<file path="src/rtl/irqc_pkg.sv">
// Package: shared register index map and channel constants for the
// dual-output interrupt controller. The index values are the software
// contract and must not be renumbered.
package irqc_pkg;

    typedef logic [3:0] reg_idx_t;

    localparam int CH_NUM = 2;   // channel 0 = normal request, 1 = fast request

    localparam reg_idx_t IDX_IRQ_STAT   = 4'd0;
    localparam reg_idx_t IDX_RAW_A      = 4'd1;
    localparam reg_idx_t IDX_IRQ_EN_SET = 4'd2;
    localparam reg_idx_t IDX_IRQ_EN_CLR = 4'd3;
    localparam reg_idx_t IDX_SOFT_SET   = 4'd4;
    localparam reg_idx_t IDX_SOFT_CLR   = 4'd5;
    localparam reg_idx_t IDX_FIQ_STAT   = 4'd8;
    localparam reg_idx_t IDX_RAW_B      = 4'd9;
    localparam reg_idx_t IDX_FIQ_EN_SET = 4'd10;
    localparam reg_idx_t IDX_FIQ_EN_CLR = 4'd11;

    localparam reg_idx_t SET_IDX [CH_NUM] = '{IDX_IRQ_EN_SET, IDX_FIQ_EN_SET};
    localparam reg_idx_t CLR_IDX [CH_NUM] = '{IDX_IRQ_EN_CLR, IDX_FIQ_EN_CLR};

endpackage

</file>
<file path="src/rtl/irqc_en_bank.sv">
// Module: enable mask with separate set and clear strobes.
// Assumes at most one strobe per cycle (one bus index per access).
// Exposes both the stored mask and its next value, so a downstream
// register can act on the same edge as the mask update.
module irqc_en_bank #(
    parameter int W = 32
) (
    input  logic         clk,
    input  logic         rst_n,
    input  logic         set_stb,
    input  logic         clr_stb,
    input  logic [W-1:0] wdata,
    output logic [W-1:0] mask_q,
    output logic [W-1:0] mask_d
);

    // Next mask: OR in on set, knock out on clear.
    always_comb begin
        mask_d = mask_q;
        if (set_stb) mask_d = mask_d | wdata;
        if (clr_stb) mask_d = mask_d & ~wdata;
    end

    // Store the mask; cleared by synchronous reset.
    always_ff @(posedge clk) begin
        if (!rst_n) mask_q <= '0;
        else        mask_q <= mask_d;
    end

endmodule

</file>
<file path="src/rtl/irqc_soft_latch.sv">
// Module: software interrupt latch for source 0.
// Set and clear act only when the qualifying data bit is 1.
module irqc_soft_latch (
    input  logic clk,
    input  logic rst_n,
    input  logic set_stb,
    input  logic clr_stb,
    input  logic wbit,
    output logic soft_q,
    output logic soft_d
);

    // Next latch value from the qualified strobes.
    always_comb begin
        soft_d = soft_q;
        if (set_stb && wbit) soft_d = 1'b1;
        if (clr_stb && wbit) soft_d = 1'b0;
    end

    // Hold the latch; cleared by synchronous reset.
    always_ff @(posedge clk) begin
        if (!rst_n) soft_q <= 1'b0;
        else        soft_q <= soft_d;
    end

endmodule

</file>
<file path="src/rtl/irqc_req_reg.sv">
// Module: registered request line. Asserts when any raw bit is
// enabled. Takes next-state raw and mask so that the line reflects
// the state after the same edge. Sources are assumed synchronous to clk.
module irqc_req_reg #(
    parameter int W = 32
) (
    input  logic         clk,
    input  logic         rst_n,
    input  logic [W-1:0] raw_d,
    input  logic [W-1:0] mask_d,
    output logic         req_q
);

    // Register the OR-reduction of enabled raw bits.
    always_ff @(posedge clk) begin
        if (!rst_n) req_q <= 1'b0;
        else        req_q <= |(raw_d & mask_d);
    end

endmodule

</file>
<file path="src/rtl/dual_irq_ctrl.sv">
// Module: dual-output level-sensitive interrupt controller.
// Two enable masks (normal/fast), each changed through set and clear
// indices; a software latch merged into raw bit 0; combinational reads
// of masked status, raw status and masks; registered request outputs.
// Assumes src_i is synchronous to clk.
module dual_irq_ctrl
    import irqc_pkg::*;
#(
    parameter int NUM_SRC = 32
) (
    input  logic               clk,
    input  logic               rst_n,
    input  logic [NUM_SRC-1:0] src_i,
    input  logic               bus_we,
    input  logic [3:0]         bus_idx,
    input  logic [NUM_SRC-1:0] bus_wdata,
    output logic [NUM_SRC-1:0] bus_rdata,
    output logic               irq_o,
    output logic               fiq_o
);

    logic [NUM_SRC-1:0] en_q [CH_NUM];
    logic [NUM_SRC-1:0] en_d [CH_NUM];
    logic [CH_NUM-1:0]  req_q;
    logic               soft_q;
    logic               soft_d;
    logic [NUM_SRC-1:0] raw_now;
    logic [NUM_SRC-1:0] raw_next;
    logic [NUM_SRC-1:0] irq_en_q;
    logic [NUM_SRC-1:0] fiq_en_q;

    // One mask bank and one request register per output channel.
    for (genvar k = 0; k < CH_NUM; k++) begin : g_ch
        irqc_en_bank #(.W(NUM_SRC)) u_bank (
            .clk     (clk),
            .rst_n   (rst_n),
            .set_stb (bus_we && (bus_idx == SET_IDX[k])),
            .clr_stb (bus_we && (bus_idx == CLR_IDX[k])),
            .wdata   (bus_wdata),
            .mask_q  (en_q[k]),
            .mask_d  (en_d[k])
        );

        irqc_req_reg #(.W(NUM_SRC)) u_req (
            .clk    (clk),
            .rst_n  (rst_n),
            .raw_d  (raw_next),
            .mask_d (en_d[k]),
            .req_q  (req_q[k])
        );
    end

    irqc_soft_latch u_soft (
        .clk     (clk),
        .rst_n   (rst_n),
        .set_stb (bus_we && (bus_idx == IDX_SOFT_SET)),
        .clr_stb (bus_we && (bus_idx == IDX_SOFT_CLR)),
        .wbit    (bus_wdata[0]),
        .soft_q  (soft_q),
        .soft_d  (soft_d)
    );

    // Raw level now (for reads) and after the edge (for requests).
    always_comb begin
        raw_now  = src_i | NUM_SRC'(soft_q);
        raw_next = src_i | NUM_SRC'(soft_d);
    end

    // Read multiplexer; write-only and unmapped indices read zero.
    always_comb begin
        case (bus_idx)
            IDX_IRQ_STAT:   bus_rdata = raw_now & en_q[0];
            IDX_RAW_A:      bus_rdata = raw_now;
            IDX_IRQ_EN_SET: bus_rdata = en_q[0];
            IDX_SOFT_SET:   bus_rdata = NUM_SRC'(raw_now[0]);
            IDX_FIQ_STAT:   bus_rdata = raw_now & en_q[1];
            IDX_RAW_B:      bus_rdata = raw_now;
            IDX_FIQ_EN_SET: bus_rdata = en_q[1];
            default:        bus_rdata = '0;
        endcase
    end

    // Name the channel views for the outputs and the bound checker.
    always_comb begin
        irq_en_q = en_q[0];
        fiq_en_q = en_q[1];
        irq_o    = req_q[0];
        fiq_o    = req_q[1];
    end

endmodule

</file>
<file path="config.mk">
export PLATFORM = sky130hd
export DESIGN_NAME = dual_irq_ctrl
export DESIGN_NICKNAME = d
export VERILOG_FILES = /design/src/rtl/irqc_pkg.sv /design/src/rtl/irqc_en_bank.sv /design/src/rtl/irqc_soft_latch.sv /design/src/rtl/irqc_req_reg.sv /design/src/rtl/dual_irq_ctrl.sv
export SDC_FILE = /design/constraint.sdc
export NUM_CORES = 1
export LEC_CHECK = 0
export BUFFER_PORTS_ARGS = -buffer_cell sky130_fd_sc_hd__buf_4
export CORE_MARGIN = 4
export CORE_UTILIZATION = 50
export DETAILED_ROUTE_END_ITERATION = 10
export GPL_TIMING_DRIVEN = 0
export MAX_ROUTING_LAYER = met4
export PLACE_DENSITY_LB_ADDON = 0.08
export RECOVER_POWER = 50
export SLEW_MARGIN = 30
export SYNTH_ARGS = -nofsm -noshare
export SYNTH_HDL_FRONTEND = slang
export SYNTH_SLANG_ARGS = --single-unit
</file>
<file path="constraint.sdc">
create_clock -name clk -period 2.3 [get_ports clk]
set_clock_uncertainty 0.2 [all_clocks]
set_input_delay 0 -clock clk [delete_from_list [all_inputs] [get_ports clk]]
set_output_delay 0 -clock clk [all_outputs]
set_load 0.02 [all_outputs]
</file>
==> results of run 1 <==
placed cells by master (no fill, tap or decap), types with 4 or more instances in the layout:
cell type and count:
dfxtp_1 67, buf_6 5, nand2_1 8, clkbuf_8 10, mux2i_1 32, inv_1 51, a211oi_1 52, a222oi_1 31
buf_4 104, clkbuf_1 22, o21ai_0 32, nand4_1 4, buf_2 13, dlygate4sd3_1 64, a2111oi_2 4, and2_1 18
a31oi_1 54, and3_1 7, clkbuf_2 4, a22oi_1 11, and2_0 19, a21oi_1 35
worst max-delay path, delay by kind of cell:
kind                   cells  cell delay (ns)
AOI/OAI and AO/OA          3             1.07
and+or+nand+nor            3             0.67
buffers and inverters      3             0.62
report_power, final:
| part | internal (W) | switching, W |
|---|---|---|
| Sequential | 0.00118 | 0.0000129 |
| Combinational | 0.000269 | 0.000334 |
| Clock | 0.000525 | 0.000484 |
what timing repair did:
| action | 4_1_cts | 5_1_grt |
|---|---|---|
| resized for setup | 11 | 9 |
| hold buffers | 64 | 0 |
| pin swaps | 1 | 0 |
| endpoints found under the setup margin | 33 | 32 |
| hold endpoints to repair | 67 | 0 |
| setup buffers | 2 | 0 |
kinds of logic after synthesis:
group | share of synthesized area (%)
simple gates | 9.952
compound gates | 40.11
flops | 31.85
buf+inv | 10.49
mux | 7.606
per-stage QoR:
step / TNS (ns) / total power, W / hold WS (ns) / cell area [um2] / utilization [%]
2_1_floorplan: 0 / 0.001439 / -0.1014 / 4212 / -
3_3_place_gp: -15.58 / 0.001704 / 0.02254 / 5109 / 62.17
3_5_place_dp: -14.55 / 0.001708 / 0.02931 / 5109 / 62.17
4_1_cts: 0 / 0.002778 / 0.004938 / 5987 / 72.86
5_1_grt: 0 / 0.002886 / 0.02304 / 5997 / 72.99
6_report: -0.01268 / 0.002805 / 0.01527 / 5997 / 72.99
routing by layer:
metal	part of all wire [%]	wire, um
met2	44	8187
met4	5.3	1000
met3	14	2692
met1	37	6854
met5	0	0
final timing paths:
check / from / end / slack [ns]
setup / recovery: bus_idx[0] / g_ch[0].u_req.req_q$_SDFF_PN0_ / -0.01
hold / removal: bus_idx[2] / u_soft.soft_q$_SDFF_PN0_ / 0.02
setup reg to reg: g_ch[0].u_bank.mask_q[17]$_SDFF_PN0_ / g_ch[0].u_req.req_q$_SDFF_PN0_ / 0.16
hold reg to reg: g_ch[1].u_bank.mask_q[0]$_SDFF_PN0_ / g_ch[1].u_bank.mask_q[0]$_SDFF_PN0_ / 0.39
flip-flops by register name, indices dropped and copies added, names as in the netlist:
name and count:
g_ch.u_bank.mask_q 64, g_ch.u_req.req_q 2, u_soft.soft_q 1
cell type report:
| class | instances | area (um2) |
|---|---|---|
| buffer | 48 | 257.7 |
| clock buffer | 11 | 141.4 |
| clock inverter | 5 | 52.55 |
| fill | 662 | 2220 |
| inverter | 52 | 195.2 |
| multi-input combinational | 340 | 2467 |
| sequential | 67 | 1341 |
| tap | 105 | 131.4 |
| timing repair buffer | 168 | 1410 |
==> flow_metrics.env, run 1 <==
export IMPL_status="finished with violations"
export IMPL_failed_checks="setup timing"
export IMPL_antennaDiodeCount=0
export IMPL_tightestPinTransition_ns=0.9392
export IMPL_period_share_pct=100.6
export IMPL_areaGrowthSynthToFinish_pct=42.39
export IMPL_setup_ws_ns=-0.01268
export IMPL_hp_class="input port to register"
export IMPL_core_um2=8217
export IMPL_syn_cell_area_um2=4212
export IMPL_placed_cells=714
export IMPL_row_count=33
export IMPL_leakage_nw=2.710
export IMPL_yosys_area_top_type="dfxtp_1"
export IMPL_slowest_delay_ns=0.47
export IMPL_yosysMostFrequentCell="dfxtp_1"
export IMPL_die_area_um2=9955
export IMPL_yosysWarningCount=0
export IMPL_numPortBuffers=102
export IMPL_ys_top_cells_by_count="dfxtp_1, a31oi_1, a211oi_1, inv_1, and2_1"
export IMPL_syn_nets=578
export IMPL_worstPathMaxFanout=10
export IMPL_antenna_left=0
export IMPL_numClockSinks=67
export IMPL_boundaryPins=105
export IMPL_cts_tree="done"
export IMPL_netlist_area_leader_share_pct=31.85
export IMPL_fmax_mhz=432.4
export IMPL_routed_wl_um=18730
export IMPL_crit_chain="buf_2 > and4b_1 > and2b_1 > buf_6 > clkbuf_2 > a211oi_1 > a2111oi_1 > nand4_1 > o41a_1"
export IMPL_grt_max_degree=12
export IMPL_ys_ff_latch=67
export IMPL_setup_viol=1
export IMPL_use_met2_pct=56.75
export IMPL_endpoint_kind="register"
export IMPL_htree_levels=3
export IMPL_cts_buffer_depth=2
export IMPL_r2r_cells=5
export IMPL_grt_use_met1_pct=45.83
export IMPL_relSlewSlack_pct=37.39
export IMPL_route_detailed_drc=0
export IMPL_gr_max_usage_layer="met2"
export IMPL_cts_buffers_inserted=9
export IMPL_num_vias=5345
export IMPL_critPathKind="input port to register"
export IMPL_die_w_um=99.78
export IMPL_drive_gt1_share_pct=21.85
export IMPL_ir_drop_v=0.0003332
export IMPL_gp_congestion=0.9495
export IMPL_synthesis_instances=507
export IMPL_async_flop_share_pct=0
export IMPL_antenna_found_initial=0
export IMPL_drt_iter0_markers=670
export IMPL_period_needed_ns=2.313
export IMPL_synth_seq_area_share_pct=31.85
export IMPL_grt_pass1_wl_um=28320
export IMPL_finalHoldViolations=0
export IMPL_final_cell_count_no_fill=796
export IMPL_synth_edf_count=0
export IMPL_cap_violations=0
export IMPL_rsz0062_at_grt="no"
export IMPL_final_nets=757
export IMPL_grt_usage_pct=38.15
export IMPL_drv_slew=0
export IMPL_dieHeight_um=99.78
export IMPL_startpoint_type="input port"
export IMPL_hold_depth=4
export IMPL_drt_pass1_iterations=6
export IMPL_met3_usage_pct=12.93
export IMPL_synth_area_top_cells="dfxtp_1, a211oi_1, a31oi_1"
export IMPL_synth_flop_cell="dfxtp_1"
export IMPL_insertion_delay_ns=0.35
export IMPL_path_clk_slew_ns=0.08
export IMPL_ctsRootBufferMaster="clkbuf_8"
export IMPL_crit_slowest_cell="a2111oi_1"
export IMPL_wl_per_cell_um=23.54
export IMPL_power_density_nw_per_um2=467.7
export IMPL_arrival_ns=2.35
export IMPL_via_per_inst=6.715
export IMPL_avgSynthCellArea_um2=8.307
export IMPL_cp_data_required_time_ns=2.34
export IMPL_ys_types=44
export IMPL_gr_total_overflow=0
export IMPL_hpwl_um=12380
export IMPL_pre_cts_ws_ns=-0.6136
export IMPL_grt_pass1_vias=5132
export IMPL_start_util_pct=51.26
Note: power is estimated with default switching activity, not from simulation.
==> run 2: changes to the inputs <==
--- a/config.mk
+++ b/config.mk
@@ -13,6 +13,7 @@
 export MAX_ROUTING_LAYER = met4
 export PLACE_DENSITY_LB_ADDON = 0.08
 export RECOVER_POWER = 50
+export SKIP_CTS_REPAIR_TIMING = 1
 export SLEW_MARGIN = 30
 export SYNTH_ARGS = -nofsm -noshare
 export SYNTH_HDL_FRONTEND = slang
==> flow_metrics.env, run 2 (synthesized netlist as in run 1, its figures left out) <==
export IMPL_status="finished with violations"
export IMPL_failed_checks="hold timing, setup timing"
export IMPL_final_nets=755
export IMPL_tightestPinTransition_ns=0.9335
export IMPL_startpoint_type="input port"
export IMPL_pre_cts_ws_ns=-0.6136
export IMPL_insertion_delay_ns=0.36
export IMPL_cts_buffers_inserted=9
export IMPL_final_cell_area_um2=5978
export IMPL_p_comb_share_pct=21.4
export IMPL_numClockSinks=67
export IMPL_crit_start="bus_idx[0]"
export IMPL_crit_chain="buf_2 > and4b_1 > and2b_1 > buf_6 > clkbuf_2 > a211oi_1 > a2111oi_1 > nand4_1 > o41a_1"
export IMPL_path_clk_slew_ns=0.08
export IMPL_boundaryPins=105
export IMPL_drt_pass1_iterations=7
export IMPL_power_internal_w=0.001972
export IMPL_hpwl_um=12380
export IMPL_top_register="g_ch.u_bank.mask_q"
export IMPL_cts_buffer_depth=2
export IMPL_num_vias=5343
export IMPL_fillers=664
export IMPL_antenna_found_initial=0
export IMPL_route_detailed_drc=0
export IMPL_grt_max_degree=12
export IMPL_drv_slew=0
export IMPL_core_um2=8217
export IMPL_cp_data_required_time_ns=2.34
export IMPL_ctsRootBufferMaster="clkbuf_8"
export IMPL_leakage_nw=2.708
export IMPL_slowest_delay_ns=0.50
export IMPL_hold_start="bus_we"
export IMPL_final_common_cell="buf_4"
export IMPL_die_w_um=99.78
export IMPL_r2r_start="g_ch[0].u_bank.mask_q[17]$_SDFF_PN0_"
export IMPL_routed_wl_um=18600
export IMPL_whs_ns=-0.008950
export IMPL_hp_class="input port to register"
export IMPL_setup_ws_ns=-0.03630
export IMPL_grt_pass1_wl_um=26520
export IMPL_antenna_left=0
export IMPL_drive_gt1_share_pct=22.06
export IMPL_start_util_pct=51.26
export IMPL_worstPathMaxFanout=10
export IMPL_drt_iter0_markers=786
export IMPL_critPathKind="input port to register"
export IMPL_dieHeight_um=99.78
export IMPL_gr_total_overflow=0
export IMPL_areaGrowthSynthToFinish_pct=41.95
export IMPL_antennaDiodeCount=0
export IMPL_wl_per_cell_um=23.42
export IMPL_ir_drop_v=0.0003317
export IMPL_largest_registers="g_ch.u_bank.mask_q: 64 flops, g_ch.u_req.req_q: 2 flops, u_soft.soft_q: 1 flops"
export IMPL_grt_usage_pct=35.76
export IMPL_fin_tns_setup_ns=-0.06916
export IMPL_arrival_ns=2.38
export IMPL_gp_congestion=0.9495
export IMPL_netSwitchingFraction_pct=29.70
export IMPL_crit_slowest_cell="a2111oi_1"
export IMPL_grt_pass1_vias=4711
export IMPL_cap_violations=0
export IMPL_die_area_um2=9955
export IMPL_cts_tree="done"
export IMPL_seqPwrFrac_pct=42.5
export IMPL_finalHoldViolations=1
export IMPL_endpoint_kind="register"
export IMPL_placed_area_um2=5109
export IMPL_row_count=33
export IMPL_numPortBuffers=102
export IMPL_fmax_mhz=428.0
export IMPL_power_density_nw_per_um2=469.1
export IMPL_htree_levels=3
export IMPL_clkPwrFrac_pct=36.1
export IMPL_period_needed_ns=2.336
export IMPL_via_per_inst=6.729
export IMPL_largest_reg_flops=64
export IMPL_relSlewSlack_pct=37.77
export IMPL_p_sw_w=0.0008331
export IMPL_setup_viol=2
export IMPL_period_share_pct=101.6
export IMPL_final_cell_mix="buf_4, dfxtp_1, dlygate4sd3_1"
## run 2: worst paths after layout
path	endpoint	slack, ns	cells after the start
worst min register to register	g_ch[1].u_bank.mask_q[0]$_SDFF_PN0_	0.39	1
worst max register to register	g_ch[0].u_req.req_q$_SDFF_PN0_	0.09	5
worst min-delay path	g_ch[1].u_bank.mask_q[30]$_SDFF_PN0_	-0.009	4
worst max-delay path	g_ch[0].u_req.req_q$_SDFF_PN0_	-0.04	9
## run 2: final cells by class
type                    count  area (um2)  share of cell area [%]
inverters                  52       195.2                   3.265
plain buffers              48       255.2                   4.270
multi-input cells         340        2467                   41.27
clock inverters             5       52.55                  0.8790
clock buffers              11       141.4                   2.365
flip-flops and latches     67        1341                   22.44
repair buffers            166        1394                   23.32
well taps                 105       131.4                   2.198
## run 2: metal layers
| layer | track usage (%) | wire length, um | vias up |
|---|---|---|---|
| li1 | - | - | 2337 |
| met1 | 44.32 | 6973 | 2486 |
| met2 | 53.00 | 8222 | 437 |
| met3 | 12.37 | 2540 | 83 |
| met4 | 14.92 | 860 | 0 |
| met5 | - | 0 | - |
## run 2: metrics by stage
stage,power [W],util [%],instances
2_1_floorplan,0.001439,-,507
3_3_place_gp,0.001704,62.17,714
3_5_place_dp,0.001708,62.17,714
4_1_cts,0.002689,64.53,730
5_1_grt,0.002883,72.76,794
6_report,0.002805,72.76,794
## run 2: power by group through the flow
stage	logic [W]	clock network (W)	registers [W]
finish	0.000599	0.00101	0.00119
global route	0.000627	0.00106	0.00119
CTS	0.000492	0.00101	0.00119
detailed placement	0.000490	0	0.00122
global placement	0.000487	0	0.00122
floorplan	0.000218	0	0.00122
## run 2: critical path: cells and delay by family
kind / cells / cell delay (ns)
AOI/OAI and AO/OA: 3 / 1.10
buffers and inverters: 3 / 0.61
and+or+nand+nor: 3 / 0.66
==> run 3: changes to the inputs <==
--- a/config.mk
+++ b/config.mk
@@ -5,6 +5,7 @@
 export SDC_FILE = /design/constraint.sdc
 export NUM_CORES = 1
 export LEC_CHECK = 0
+export ABC_AREA = 1
 export BUFFER_PORTS_ARGS = -buffer_cell sky130_fd_sc_hd__buf_4
 export CORE_MARGIN = 4
 export CORE_UTILIZATION = 50
==> flow_metrics.env, run 3 <==
export IMPL_status="finished with violations"
export IMPL_failed_checks="hold timing"
export IMPL_fillers=779
export IMPL_whs_ns=-0.02435
export IMPL_met3_usage_pct=5.773
export IMPL_synth_area_top_cells="dfxtp_1, nand2_1, nand3_1"
export IMPL_drt_iter0_markers=479
export IMPL_crit_slowest_cell="dlygate4sd3_1"
export IMPL_finalHoldViolations=2
export IMPL_critPathKind="input port to register"
export IMPL_final_nets=1026
export IMPL_antenna_left=0
export IMPL_hp_class="input port to register"
export IMPL_start_util_pct=52.21
export IMPL_ys_types=22
export IMPL_synth_seq_area_share_pct=29.04
export IMPL_tightestPinTransition_ns=0.7225
export IMPL_antenna_found_initial=0
export IMPL_routed_wl_um=18370
export IMPL_endpoint_kind="register"
export IMPL_areaGrowthSynthToFinish_pct=34.45
export IMPL_cts_buffers_inserted=9
export IMPL_via_per_inst=5.859
export IMPL_grt_pass1_wl_um=27190
export IMPL_critical_path_buf_inv_count=4
export IMPL_yosysWarningCount=0
export IMPL_grt_usage_pct=32.08
export IMPL_slowest_delay_ns=0.60
export IMPL_placed_cells=1002
export IMPL_critPathTopFamily="buffers and inverters"
export IMPL_cts_tree="done"
export IMPL_route_detailed_drc=0
export IMPL_final_cell_mix="nand2_1, buf_4, nor2_1"
export IMPL_htree_levels=3
export IMPL_ys_ff_latch=67
export IMPL_cts_buffer_depth=2
export IMPL_worstPathMaxFanout=4
export IMPL_ir_drop_v=0.0003209
export IMPL_antennaDiodeCount=0
export IMPL_utilization_pct=70.19
export IMPL_fmax_mhz=437.9
export IMPL_grt_use_met1_pct=38.05
export IMPL_synth_edf_count=0
export IMPL_row_count=34
export IMPL_core_um2=8848
export IMPL_top_register="g_ch.u_bank.mask_q"
export IMPL_largest_registers="g_ch.u_bank.mask_q: 64 flops, g_ch.u_req.req_q: 2 flops, u_soft.soft_q: 1 flops"
export IMPL_syn_cell_area_um2=4619
export IMPL_die_area_um2=10840
export IMPL_yosys_area_top_type="dfxtp_1"
export IMPL_num_vias=6246
export IMPL_numClockSinks=67
export IMPL_ys_top_cells_by_count="nand2_1, nor2_1, nand3_1, inv_1, dfxtp_1"
export IMPL_avgSynthCellArea_um2=5.833
export IMPL_power_density_nw_per_um2=452.4
export IMPL_netlist_area_leader_share_pct=29.04
export IMPL_relSlewSlack_pct=51.83
export IMPL_wl_per_cell_um=17.23
export IMPL_drv_slew=0
export IMPL_drt_pass1_iterations=8
export IMPL_largest_reg_flops=64
export IMPL_gr_max_usage_layer="met2"
export IMPL_numPortBuffers=102
export IMPL_async_flop_share_pct=0
export IMPL_period_share_pct=99.30
export IMPL_leakage_nw=2.807
export IMPL_period_needed_ns=2.284
export IMPL_path_common_cell="dlygate4sd3_1"
export IMPL_crit_chain="buf_4 > dlygate4sd3_1 > nor2_1 > dlygate4sd3_1 > nand3_1 > nand2_1 > nand2_1 > dlygate4sd3_1 > nor2_1"
export IMPL_gp_congestion=0.9230
export IMPL_cap_violations=0
export IMPL_path_clk_slew_ns=0.08
export IMPL_gr_total_overflow=0
export IMPL_syn_nets=863
export IMPL_grt_pass1_vias=5595
export IMPL_drive_gt1_share_pct=14.61
export IMPL_boundaryPins=105
export IMPL_startpoint_type="input port"
export IMPL_setup_viol=0
export IMPL_die_w_um=104.1
export IMPL_cp_data_required_time_ns=2.40
export IMPL_final_common_cell="nand2_1"
export IMPL_hpwl_um=12470
export IMPL_dieHeight_um=104.1
export IMPL_grt_max_degree=11
export IMPL_synthesis_instances=792
export IMPL_final_cell_count_no_fill=1066
export IMPL_synth_flop_cell="dfxtp_1"
export IMPL_use_met2_pct=52.32
export IMPL_arrival_ns=2.38
export IMPL_yosysMostFrequentCell="nand2_1"
export IMPL_ctsRootBufferMaster="clkbuf_8"
export IMPL_insertion_delay_ns=0.36
## run 3: cell types whose count changed after synthesis, sizes merged, moves of 32 or more
cell	change
a31oi	-53
and2	-37
nand3	+84
a21oi	-33
a211oi	-52
o221ai	+32
nand2	+307
nor2	+94
mux2i	-32
## run 3: power breakdown
part	leakage, nW	internal, W	total, W	switching, W
Combinational	2.16	0.000224	0.000571	0.000347
Clock	0.104	0.000577	0.00105	0.000476
Sequential	0.541	0.00118	0.00119	0.00000708
## run 3: worst register-to-register path, delay by kind of cell (launching register included)
kind / cells / cell delay, ns
buffers and inverters: 1 / 0.05
and+or+nand+nor: 8 / 0.66
DFF: 1 / 0.32
AOI/OAI and AO/OA: 1 / 0.10
## run 3: per-layer routing
| metal | vias to the layer above | wire length [um] | part of all wire (%) |
|---|---|---|---|
| li1 | 2935 | - | - |
| met1 | 2831 | 6979 | 38 |
| met2 | 399 | 8689 | 47 |
| met3 | 81 | 2003 | 11 |
| met4 | 0 | 695 | 3.8 |
| met5 | - | 0 | 0 |
## run 3: final timing paths
kind	from	end	slack, ns	cells after the start
worst min-delay path	src_i[7]	g_ch[1].u_req.req_q$_SDFF_PN0_	-0.02	7
worst min register to register	g_ch[1].u_bank.mask_q[19]$_SDFF_PN0_	g_ch[1].u_bank.mask_q[19]$_SDFF_PN0_	0.36	4
worst max register to register	u_soft.soft_q$_SDFF_PN0_	g_ch[0].u_req.req_q$_SDFF_PN0_	0.84	10
worst max-delay path	bus_idx[1]	u_soft.soft_q$_SDFF_PN0_	0.02	9
## run 3: cells by family (layout without fill, tap and decap cells)
| kind of cell | after synthesis | after routing | synth area share (%) |
|---|---|---|---|
| buffers and inverters | 122 | 288 | 10.78 |
| flip-flops | 67 | 67 | 29.04 |
| AND/OR/NAND/NOR | 503 | 503 | 44.15 |
| AO/OA/AOI/OAI | 100 | 100 | 16.03 |
## run 3: final cells by class
cell class | count | area [um2] | area share [%]
buffer | 44 | 205.2 | 3.304
clock buffer | 12 | 165.2 | 2.659
clock inverter | 2 | 35.03 | 0.5641
inverter | 78 | 292.8 | 4.714
multi-input combinational | 603 | 2778 | 44.72
sequential | 67 | 1341 | 21.60
tap | 108 | 135.1 | 2.176
timing repair buffer | 152 | 1259 | 20.27
## run 3: stage by stage
stage / worst slack, ns / area (um2) / TNS, ns / total power [W]
after floorplan: 0.8544 / 4619 / 0 / 0.001440
after global placement: 0.3787 / 5520 / 0 / 0.001696
after detailed placement: 0.3569 / 5520 / 0 / 0.001707
after CTS: 0.4350 / 5720 / 0 / 0.002727
after global routing: -0.03749 / 6211 / -0.03749 / 0.002895
final: 0.01616 / 6211 / 0 / 0.002810
